`config.mk`:
```
export PLATFORM = sky130hd
export DESIGN_NAME = pll_relock_ctrl
export DESIGN_NICKNAME = d
export VERILOG_FILES = /design/src/rtl/pll_relock_pkg.sv /design/src/rtl/relock_timer.sv /design/src/rtl/relock_fsm.sv /design/src/rtl/relock_status.sv /design/src/rtl/pll_relock_ctrl.sv
export SDC_FILE = /design/constraint.sdc
export NUM_CORES = 1
export LEC_CHECK = 0
export ABC_AREA = 1
export CAP_MARGIN = 10
export CORE_ASPECT_RATIO = 0.6
export CORE_MARGIN = 2
export CORE_UTILIZATION = 40
export CTS_BUF_LIST = sky130_fd_sc_hd__clkbuf_8
export DETAILED_ROUTE_END_ITERATION = 7
export HOLD_SLACK_MARGIN = 0.1
export SLEW_MARGIN = 15
export SYNTH_ARGS = -nofsm -noshare
export SYNTH_HDL_FRONTEND = slang
export SYNTH_SLANG_ARGS = --single-unit
```
`constraint.sdc`:
```
create_clock -name clk -period 2 [get_ports clk]
set_clock_uncertainty 0.05 [all_clocks]
set_input_delay 0.2 -clock clk [delete_from_list [all_inputs] [get_ports clk]]
set_output_delay 0.2 -clock clk [all_outputs]
set_load 0.005 [all_outputs]
```
`src/rtl/pll_relock_pkg.sv`:
```
// Package: shared state encoding and status bit positions for the
// PLL relock controller. Assumes a 5-bit status word.
package pll_relock_pkg;

    typedef enum logic [1:0] {
        ST_IDLE          = 2'd0,
        ST_ACQUIRE       = 2'd1,
        ST_ALIGN_REBUILD = 2'd2,
        ST_LOCKED        = 2'd3
    } relock_state_e;

    localparam int STAT_W  = 5;
    localparam int SB_SYNC = 0;
    localparam int SB_LOS  = 1;
    localparam int SB_LOL  = 2;
    localparam int SB_SHORT = 3;
    localparam int SB_HOLD = 4;

endpackage

```
`src/rtl/relock_timer.sv`:
```
// Module: acquisition timeout counter. It counts the cycles spent in the
// acquire state and flags the cycle on which the programmed limit is
// reached. Assumes limit is nonzero. Clear has priority over run.
module relock_timer #(
    parameter int CNT_W = 16
) (
    input  logic             clk,
    input  logic             rst_n,
    input  logic             clear,
    input  logic             run,
    input  logic [CNT_W-1:0] limit,
    output logic             expired
);

    logic [CNT_W-1:0] cnt;
    logic [CNT_W-1:0] last;

    // Last count value before the limit is reached.
    assign last    = limit - CNT_W'(1);
    assign expired = run && (cnt == last);

    // Counter: reset or clear to zero, otherwise step while running.
    always_ff @(posedge clk) begin
        if (!rst_n || clear) begin
            cnt <= '0;
        end else if (run) begin
            cnt <= cnt + CNT_W'(1);
        end
    end

endmodule

```
`src/rtl/relock_fsm.sv`:
```
// Module: relock sequencing state machine. It moves through idle,
// acquire, align-or-rebuild and locked. It issues registered one-cycle
// commands to the loop and keeps the loss-of-lock flag. Assumes
// relock_evt is a single-cycle strobe. Self-timing forces idle.
module relock_fsm
    import pll_relock_pkg::*;
(
    input  logic          clk,
    input  logic          rst_n,
    input  logic          ext_timing,
    input  logic          relock_evt,
    input  logic          frame_align,
    input  logic          ref_active,
    input  logic          lock_det,
    input  logic          align_done,
    input  logic          tmr_expired,
    output relock_state_e state,
    output logic          tmr_clear,
    output logic          tmr_run,
    output logic          lol_flag,
    output logic          cmd_acquire,
    output logic          cmd_frame_resel,
    output logic          cmd_phase_rebuild
);

    relock_state_e nxt_state;
    logic          nxt_lol;
    logic          nxt_acq;
    logic          nxt_resel;
    logic          nxt_rebuild;

    assign tmr_clear = relock_evt || (state != ST_ACQUIRE);
    assign tmr_run   = (state == ST_ACQUIRE);

    // Next-state and command decode. Order of priority: mode, relock, then state.
    always_comb begin
        nxt_state   = state;
        nxt_lol     = lol_flag;
        nxt_acq     = 1'b0;
        nxt_resel   = 1'b0;
        nxt_rebuild = 1'b0;
        if (!ext_timing) begin
            nxt_state = ST_IDLE;
            nxt_lol   = 1'b0;
        end else if (relock_evt) begin
            nxt_state = ST_ACQUIRE;
            nxt_lol   = 1'b0;
            nxt_acq   = 1'b1;
        end else begin
            unique case (state)
                ST_IDLE: nxt_state = ST_IDLE;
                ST_ACQUIRE: begin
                    if (!ref_active) begin
                        nxt_state = ST_IDLE;
                    end else if (lock_det) begin
                        nxt_state   = ST_ALIGN_REBUILD;
                        nxt_resel   = frame_align;
                        nxt_rebuild = !frame_align;
                    end else if (tmr_expired) begin
                        nxt_state = ST_IDLE;
                        nxt_lol   = 1'b1;
                    end
                end
                ST_ALIGN_REBUILD, ST_LOCKED: begin
                    if (!ref_active) begin
                        nxt_state = ST_IDLE;
                    end else if (!lock_det) begin
                        nxt_state = ST_IDLE;
                        nxt_lol   = 1'b1;
                    end else if (align_done) begin
                        nxt_state = ST_LOCKED;
                    end
                end
                default: nxt_state = ST_IDLE;
            endcase
        end
    end

    // State, flag and command registers.
    always_ff @(posedge clk) begin
        if (!rst_n) begin
            state             <= ST_IDLE;
            lol_flag          <= 1'b0;
            cmd_acquire       <= 1'b0;
            cmd_frame_resel   <= 1'b0;
            cmd_phase_rebuild <= 1'b0;
        end else begin
            state             <= nxt_state;
            lol_flag          <= nxt_lol;
            cmd_acquire       <= nxt_acq;
            cmd_frame_resel   <= nxt_resel;
            cmd_phase_rebuild <= nxt_rebuild;
        end
    end

endmodule

```
`src/rtl/relock_status.sv`:
```
// Module: status word builder. SYNC, LOS and LOL are masked outside
// external timing. SYNC drops in the same cycle as its cause. The
// holdover-available flag is sticky until reset.
module relock_status
    import pll_relock_pkg::*;
(
    input  logic                clk,
    input  logic                rst_n,
    input  logic                ext_timing,
    input  logic                relock_evt,
    input  relock_state_e       state,
    input  logic                ref_active,
    input  logic                lock_det,
    input  logic                lol_flag,
    input  logic                short_hist_ready,
    output logic [STAT_W-1:0]   status
);

    logic hold_avail;

    // Sticky holdover-history flag: set when locked with a mature short history.
    always_ff @(posedge clk) begin
        if (!rst_n) begin
            hold_avail <= 1'b0;
        end else if (state == ST_LOCKED && short_hist_ready) begin
            hold_avail <= 1'b1;
        end
    end

    // Status assembly with self-timing mask on the three timing flags.
    always_comb begin
        status           = '0;
        status[SB_SYNC]  = ext_timing && (state == ST_LOCKED) && ref_active
                           && lock_det && !relock_evt;
        status[SB_LOS]   = ext_timing && !ref_active;
        status[SB_LOL]   = ext_timing && lol_flag;
        status[SB_SHORT] = short_hist_ready;
        status[SB_HOLD]  = hold_avail;
    end

endmodule

```
`src/rtl/pll_relock_ctrl.sv`:
```
// Module: top of the PLL relock and status controller. It connects the
// sequencing FSM, the acquisition timeout counter and the status
// builder. Assumes all inputs are synchronous to clk.
module pll_relock_ctrl
    import pll_relock_pkg::*;
#(
    parameter int CNT_W = 16
) (
    input  logic             clk,
    input  logic             rst_n,
    input  logic             ext_timing,
    input  logic             frame_align,
    input  logic             relock_evt,
    input  logic             ref_active,
    input  logic             lock_det,
    input  logic             align_done,
    input  logic             short_hist_ready,
    input  logic [CNT_W-1:0] acq_limit,
    output logic             cmd_acquire,
    output logic             cmd_frame_resel,
    output logic             cmd_phase_rebuild,
    output logic [4:0]       status
);

    relock_state_e state;
    logic          tmr_clear;
    logic          tmr_run;
    logic          tmr_expired;
    logic          lol_flag;

    relock_timer #(.CNT_W(CNT_W)) u_timer (
        .clk     (clk),
        .rst_n   (rst_n),
        .clear   (tmr_clear),
        .run     (tmr_run),
        .limit   (acq_limit),
        .expired (tmr_expired)
    );

    relock_fsm u_fsm (
        .clk               (clk),
        .rst_n             (rst_n),
        .ext_timing        (ext_timing),
        .relock_evt        (relock_evt),
        .frame_align       (frame_align),
        .ref_active        (ref_active),
        .lock_det          (lock_det),
        .align_done        (align_done),
        .tmr_expired       (tmr_expired),
        .state             (state),
        .tmr_clear         (tmr_clear),
        .tmr_run           (tmr_run),
        .lol_flag          (lol_flag),
        .cmd_acquire       (cmd_acquire),
        .cmd_frame_resel   (cmd_frame_resel),
        .cmd_phase_rebuild (cmd_phase_rebuild)
    );

    relock_status u_status (
        .clk              (clk),
        .rst_n            (rst_n),
        .ext_timing       (ext_timing),
        .relock_evt       (relock_evt),
        .state            (state),
        .ref_active       (ref_active),
        .lock_det         (lock_det),
        .lol_flag         (lol_flag),
        .short_hist_ready (short_hist_ready),
        .status           (status)
    );

endmodule

```
* After elaboration in Yosys (flattened, before gate mapping) *
Cells that the tools add are included.

cells by class
  $add $sub $neg = 2
  $mul = 0
  div/mod/pow operators = 0
  magnitude comparators = 0
  equal/unequal tests = 14
  shift-type cells = 0
  multiplexer cells = 15
  bitwise gates (word level) = 5
  reduce and logical (&&, ||, !) cells = 23

operators by type and width
  kind                                                 count
  adder 16 x 1 -> 16 bit (second input constant)       1
  == test 16 bit                                       1
  subtractor 16 x 1 -> 16 bit (second input constant)  1
  2-to-1 mux 2 bit                                     6
  != test 2 bit (second input constant)                5
  != test 5 bit (second input constant)                2
  logical AND 1 bit                                    8
  != test 4 bit (second input constant)                2
  2-to-1 mux 1 bit                                     7
  one-hot mux 2 bit (3 select lines)                   1
  AND reduction 2 bit                                  3
  AND reduction 6 bit                                  1
  OR reduction 6 bit                                   1
  inverter 1 bit                                       5
  == test 2 bit (second input constant)                2
  zero test 1 bit                                      4
  OR reduction 3 bit                                   1
  == test 2 x 1 -> 1 bit (second input constant)       1
  zero test 2 bit                                      1
  logical OR 1 bit                                     2
  != test 2 x 1 -> 1 bit (second input constant)       1
  one-hot mux 1 bit (2 select lines)                   1
  nonzero test 2 bit                                   1
  OR reduction 2 bit                                   1

word-level totals
  register bits after elaboration = 23
  bits in latches = 0
  memory bits (writable) = 0
  memory bits (read-only) = 0
  output and inout port bits = 8
  memories = 0

* Logic depth before layout (Yosys ltp) *
Gate-level depths: netlist of run 1.

  depth after elaboration = 8
  depth in mapped cells = 16

* Hierarchy *
Synthesis of run 1 repeated with hierarchy kept, for this count alone.

second synthesis, totals
  cells, all modules = 298
  area, all modules = 1,771.7 um2

by module, submodules not included
  module         times used  cells an instance  area each (um2)  sequential area each (um2)
  relock_timer   1           243                1,412.6          320.3
  relock_fsm     1           40                 274.0            120.1
  relock_status  1           15                 85.1             20.0

* Worst setup path before layout of run 1 *
Ideal clock, no wire load.

  path kind = in2reg
  from = input acq_limit[0]
  to = register u_fsm.state[0]
  setup time = 115 ps
  arrival time = 1,419 ps
  required time = 1,835 ps
  path slack = 416 ps
  cell stages on the path = 15
  path buffers = 0
  cell sequence = inv_1 ha_1 nand2_1 nor2_1 nand3_1 nand3_1 nand2_2 nor2_1 nand2_1 nor2_1 nand3_1 nand2_1 nand3_1 nand2_1 nor2_1

between the ends
  cells in the longest elaborated chain, start to end = 5

ends and longest elaborated chain
  item                                  line                   RTL
  start, declared                       pll_relock_ctrl.sv:18  input logic [CNT_W-1:0] acq_limit,
  subtractor 16 x 1 -> 16 bit           relock_timer.sv:19     assign last = limit - CNT_W'(1);
  == test 16 bit                        relock_timer.sv:20     assign expired = run && (cnt == last);
  logical AND 1 bit                     relock_timer.sv:20
  != test 5 bit (no source line)        -
  AND reduction 2 bit (no source line)  -
  end signal, assigned                  relock_fsm.sv:88       state <= nxt_state;
  end, declared                         relock_fsm.sv:17       output relock_state_e state,

No other way between the ends.
A chain may end at the register's enable or synchronous reset.

* Worst setup path after layout of run 1 *
Same ends and word-level chain as after synthesis.

==> results of run 1 <==
[per-stage QoR]
step | area, µm² | worst slack (ns)
2_1_floorplan | 1827 | 0.4156
4_1_cts | 2504 | 0.05461
6_report | 2566 | 0.09024
5_1_grt | 2566 | -0.05790
3_5_place_dp | 2455 | -0.2164
3_3_place_gp | 2455 | -0.2249
[flip-flops by register name, summed over array words and instances, names as in the netlist]
name                     count
u_status.hold_avail          1
u_fsm.cmd_phase_rebuild      1
u_fsm.cmd_frame_resel        1
u_fsm.cmd_acquire            1
u_fsm.state                  2
u_fsm.lol_flag               1
u_timer.cnt                 16
[timing repair]
action | in CTS | in global routing
hold endpoints to repair | 0 | 0
endpoints found under the setup margin | 0 | 3
setup buffers | 0 | 1
resized for setup | 0 | 16
[synth_stat cells (7+ instances only)]
master and count:
a21oi_1 11, o21ai_0 9, nand2_1 66, xnor2_1 8, dfxtp_1 23, nand3_1 14, xor2_1 7, nor2_1 39
inv_1 46, nand3b_1 8, nor2_2 7
[power by group]
part	total (mW)	leakage, nW	internal (mW)	switching, mW
logic	0.242	0.943	0.130	0.112
registers	0.462	0.186	0.460	0.00200
clock network	0.301	0.0217	0.141	0.160
[how the worst max path moves through the flow]
stage / endpoint / cells after the start
after floorplan: u_fsm.state[0] / 15
after global routing: u_fsm.state[0] / 14
after global placement: u_fsm.state[0] / 16
after detailed placement: u_fsm.state[0] / 16
after CTS: u_fsm.state[0] / 16
final: u_fsm.state[0] / 15
[layer usage]
metal / vias up / part of all wire, %
met5: - / 0
met1: 860 / 55
met2: 57 / 37
met3: 2 / 6.9
li1: 1054 / -
met4: 0 / 0.45
[area by class of cell]
cell class	instances	area [µm²]	share of cell area (%)
Timing Repair Buffer	66	580.6	22.62
Inverter	51	191.4	7.460
Clock inverter	1	7.507	0.2925
Tap cell	60	75.07	2.925
Clock buffer	3	41.29	1.609
Sequential cell	23	461.7	17.99
Multi-Input combinational cell	213	1209	47.10
[cells by family (layout without fill, tap and decap cells)]
logic type	count (synthesis)	in the layout	synth area share, %
AO/OA/AOI/OAI	27	27	7.945
buffers and inverters	53	121	11.30
AND/OR/NAND/NOR	169	169	46.99
XOR/XNOR	15	15	7.192
adder cells (fa/ha/maj)	2	2	1.370
flip-flops	23	23	25.21
[worst reg2reg max path: stages, from the launching register on]
cell and delay, ns:
dfxtp_1 0.42, inv_2 0.10, nor4_4 0.37, nand3_2 0.14, nand3b_4 0.19, nor2_4 0.11
inv_1 0.06, o21ai_0 0.16, a21oi_1 0.06
==> impl_metrics.tcl, run 1 <==
set metrics [dict create \
    status "finished clean" \
    leakage_nw 1.151 \
    critPathBufInv 4 \
    hold_viol 0 \
    cts_sinks 23 \
    cts_hold_buf 0 \
    worst_hold_path_type "register to register" \
    wirelength_um 5134 \
    ys.flop_type "dfxtp_1" \
    whs_path_depth 1 \
    slowest_stage "clkdlybuf4s50_1" \
    core.rowCount 18 \
    grt_pass1_wl_um 8107 \
    ant_nets 0 \
    slowest_delay_ns 0.44 \
    cts_inserted_buffers 3 \
    syn_inst 289 \
    cts_buffer_depth 2 \
    fin_crit_sh_pct 95.49 \
    io_buffer_count 32 \
    fin_util_pct 60.29 \
    cts_tree "built" \
    antenna_found_initial 0 \
    maxSlewHeadroom_pct 77.49 \
    end_kind "register" \
    gr-usage-met2_pct 26.46 \
    synth.distinct_cells 33 \
    crit_path_start "acq_limit[0]" \
    viasPerCell 4.731 \
    top_usage_layer "met1" \
    drv_slew 0 \
    hold_end "u_timer.cnt[0]" \
    clkLatencyLatePin_ns 0.26 \
    grt_max_degree 15 \
    clk_pin_slew_worst_paths_ns 0.09 \
    cap_viol_max_count 0 \
    h-tree-depth 1 \
    synth_top_area_share_pct 25.21 \
    first_pass_iters 5 \
    n_antenna_cell 0 \
    syn-num-nets 316 \
    r2r-end "u_timer.cnt[11]" \
    finalWeightedCongestion 0.8855 \
    coreArea_um2 4257 \
    die-width_um 91.25 \
    drtIter0Drc 149 \
    total_power_mw 1.004 \
    start_util_pct 42.92 \
    fin_nets 385 \
    cp-start-kind "primary input" \
    r2r_slack_ns 0.23 \
    track_usage_pct 20.17 \
    rsz0062_at_grt "true" \
    grt_pass1_vias 1652 \
    clock.fmax_mhz 523.6 \
    synth_edf_count 0 \
    num_io_pins 33 \
    crit_type "primary input to register" \
    holdWs_ns 0.4037 \
    synth_area_leaders "dfxtp_1, nand2_1, inv_1" \
    avgSynthCellArea_um2 6.321 \
    synth_area_um2 1827 \
    synth_async_sr_flop_share_pct 0 \
    r2r_start "u_timer.cnt[4]" \
    met3_usage_pct 5.772 \
    r2r_cells 8 \
    drive_gt1_share_pct 22.41 \
    cp_top_family "simple AND/OR/NAND/NOR gates" \
    final_cell_mix "nand2_1, inv_1, nor2_1" \
    ys_ff_latch 23 \
    cts-root-buf "clkbuf_8" \
    crit_arrival_ns 2.03 \
    yosysSeqAreaShare_pct 25.21 \
    setup_violations 0 \
    irDropWorstVdd_mv 0.3242 \
    overflow 0 \
    hold_start "u_timer.cnt[0]" \
    dr_total_vias 1973 \
    grtUsageMet1_pct 31.91 \
    drc 0 \
    area_delta_synth_final_pct 40.48 \
    place_hpwl_um 4331 \
    die_area_um2 5141 \
    wl_per_cell_um 12.31 \
    critPathRequiredTime_ns 2.12 \
    timing_worst_slew_pin_value_ns 0.3358 \
    p_per_area_nw_per_um2 391.4 \
    final_common_cell "nand2_1" \
    finalCriticalPeriod_ns 1.910 \
    path_max_fanout 5 \
    crit_chain "clkdlybuf4s50_1 > inv_2 > buf_4 > nand2_2 > nor2_4 > xnor2_1 > inv_1 > nor2_1 > nand2_1 > nor2_1 > nand3_1 > nand2_1 > nand3_1 > nand2_1 > nor2_1" \
    place_inst 412 \
    final_cells 417 \
    dieHeight_um 56.35 \
    filler_cell_count 395 \
    yosysWarningCount 0 \
    synth_largest_area_cell "dfxtp_1" \
    finalSetupTns_ns 0 \
]
Note: power is estimated with default switching activity, not from simulation.
==> inputs of run 2 (changes only) <==
--- a/config.mk
+++ b/config.mk
@@ -6,13 +6,14 @@
 export NUM_CORES = 1
 export LEC_CHECK = 0
 export ABC_AREA = 1
-export CAP_MARGIN = 10
+export CAP_MARGIN = 20
 export CORE_ASPECT_RATIO = 0.6
-export CORE_MARGIN = 2
+export CORE_MARGIN = 10
 export CORE_UTILIZATION = 40
 export CTS_BUF_LIST = sky130_fd_sc_hd__clkbuf_8
 export DETAILED_ROUTE_END_ITERATION = 7
 export HOLD_SLACK_MARGIN = 0.1
+export RECOVER_POWER = 25
 export SLEW_MARGIN = 15
 export SYNTH_ARGS = -nofsm -noshare
 export SYNTH_HDL_FRONTEND = slang
==> impl_metrics.tcl, run 2 (same netlist as run 1, synthesis figures left out) <==
set metrics [dict create \
    p_comb_share_pct 23.7 \
    crit_arrival_ns 2.02 \
    cts_buffer_depth 2 \
    area_delta_synth_final_pct 41.23 \
    maxSlewHeadroom_pct 76.39 \
    hold_viol 0 \
    viasPerCell 4.779 \
    grt_pass1_vias 1685 \
    h-tree-depth 1 \
    cp-start-kind "primary input" \
    wirelength_um 5374 \
    r2r_cells 11 \
    n_antenna_cell 0 \
    critPathRequiredTime_ns 2.13 \
    p_int_uw 726.4 \
    finalWeightedCongestion 0.9162 \
    crit_type "primary input to register" \
    fin_crit_sh_pct 94.96 \
    r2r_start "u_timer.cnt[13]" \
    dieHeight_um 72.35 \
    dp_slack_ns -0.2727 \
    wl_per_cell_um 12.92 \
    drive_gt1_share_pct 22.19 \
    first_pass_iters 4 \
    setup_violations 0 \
    cts_sinks 23 \
    num_io_pins 33 \
    path_max_fanout 6 \
    top_register "u_timer.cnt" \
    final_cell_mix "nand2_1, inv_1, nor2_1" \
    drc 0 \
    p_per_area_nw_per_um2 391.3 \
    leakage_nw 1.171 \
    r2r_slack_ns 0.23 \
    cts_inserted_buffers 3 \
    reg_top3 "u_timer.cnt: 16 flops, u_fsm.state: 2 flops" \
    clkLatencyLatePin_ns 0.27 \
    place_hpwl_um 4488 \
    drv_slew 0 \
    timing_worst_slew_pin_value_ns 0.3523 \
    p_seq_share_pct 45.7 \
    grt_max_degree 15 \
    grt_pass1_wl_um 8431 \
    clk_pin_slew_worst_paths_ns 0.09 \
    drtIter0Drc 104 \
    status "finished clean" \
    hold_start "u_status.hold_avail" \
    io_buffer_count 32 \
    track_usage_pct 13.42 \
    overflow 0 \
    fin_nets 384 \
    hold_end "u_status.hold_avail" \
    worst_hold_path_type "register to register" \
    final_common_cell "nand2_1" \
    cts_hold_buf 0 \
    holdWs_ns 0.4033 \
    r2r-end "u_fsm.state[0]" \
    die-width_um 107.2 \
    core.rowCount 18 \
    power_switching_share_pct 28.05 \
    finalCriticalPeriod_ns 1.899 \
    clock.fmax_mhz 526.6 \
    cap_viol_max_count 0 \
    ant_nets 0 \
    end_kind "register" \
    die_area_um2 7759 \
    irDropWorstVdd_mv 0.2505 \
    cts-root-buf "clkbuf_8" \
    whs_path_depth 2 \
    setup_slack_ns 0.1009 \
    coreArea_um2 4257 \
    start_util_pct 42.92 \
    dr_total_vias 1988 \
    antenna_found_initial 0 \
    cts_tree "built" \
    largest_reg_flops 16 \
    pwr-share-clk_pct 30.6 \
    p_sw_uw 283.2 \
]
## run 2: how the worst max path moves through the flow
stage | from | endpoint | slack, ns | cells past startpoint
6_report | acq_limit[2] | u_fsm.state[0] | 0.10 | 15
5_1_grt | acq_limit[2] | u_fsm.state[0] | -0.04 | 15
4_1_cts | acq_limit[0] | u_fsm.state[0] | 0.009 | 16
3_5_place_dp | acq_limit[0] | u_fsm.state[0] | -0.27 | 16
3_3_place_gp | acq_limit[1] | u_fsm.state[0] | -0.28 | 16
2_1_floorplan | acq_limit[0] | u_fsm.state[0] | 0.42 | 15
## run 2: critical path, cell delays in order
cell and delay [ns]:
clkdlybuf4s50_1 0.51, nor2_2 0.21, nand2_4 0.10, nor2_4 0.16
nand3b_1 0.09, nand2_1 0.10, inv_1 0.04, nor2_1 0.10
nand2_1 0.06, nor2_1 0.11, nand3_1 0.07, nand2_1 0.09
nand3_1 0.07, nand2_1 0.06, nor2_1 0.03
## run 2: power by group through the flow
stage	registers, mW	clock network (mW)	logic (mW)
after global placement	0.472	0	0.225
after floorplan	0.472	0	0.0932
after CTS	0.462	0.317	0.226
final	0.462	0.309	0.239
after detailed placement	0.472	0	0.225
after global routing	0.462	0.340	0.262
## run 2: layout make-up
cell class	instances	area, µm²
Fill cell	418	1677
Multi-Input combinational cell	213	1229
Timing Repair Buffer	65	574.3
Sequential cell	23	461.7
Inverter	51	191.4
Tap cell	60	75.07
Clock buffer	3	41.29
Clock inverter	1	7.507
## run 2: timing repair
action / CTS / global route
setup buffers: 0 / 2
endpoints found under the hold margin: 0 / 0
setup endpoints to repair: 0 / 4
gates resized for setup: 0 / 23
## run 2: per-stage QoR
step | utilization (%) | power, mW | TNS, ns | cells | instance area, µm²
after floorplan | - | 0.5653 | 0 | 289 | 1827
after global placement | 57.32 | 0.6971 | -0.4576 | 410 | 2440
after detailed placement | 57.32 | 0.6969 | -0.4488 | 410 | 2440
after CTS | 58.47 | 1.004 | 0 | 414 | 2489
after global routing | 60.61 | 1.064 | -0.03599 | 416 | 2580
final | 60.61 | 1.010 | 0 | 416 | 2580
## run 2: per-layer routing
layer | wire, µm | vias up | track usage [%] | share of wire (%)
met3 | 423 | 7 | 2.822 | 7.9
met5 | 0 | - | 0 | 0
met1 | 2798 | 873 | 21.59 | 52
li1 | - | 1049 | - | -
met4 | 48 | 0 | 3.139 | 0.89
met2 | 2103 | 59 | 16.60 | 39
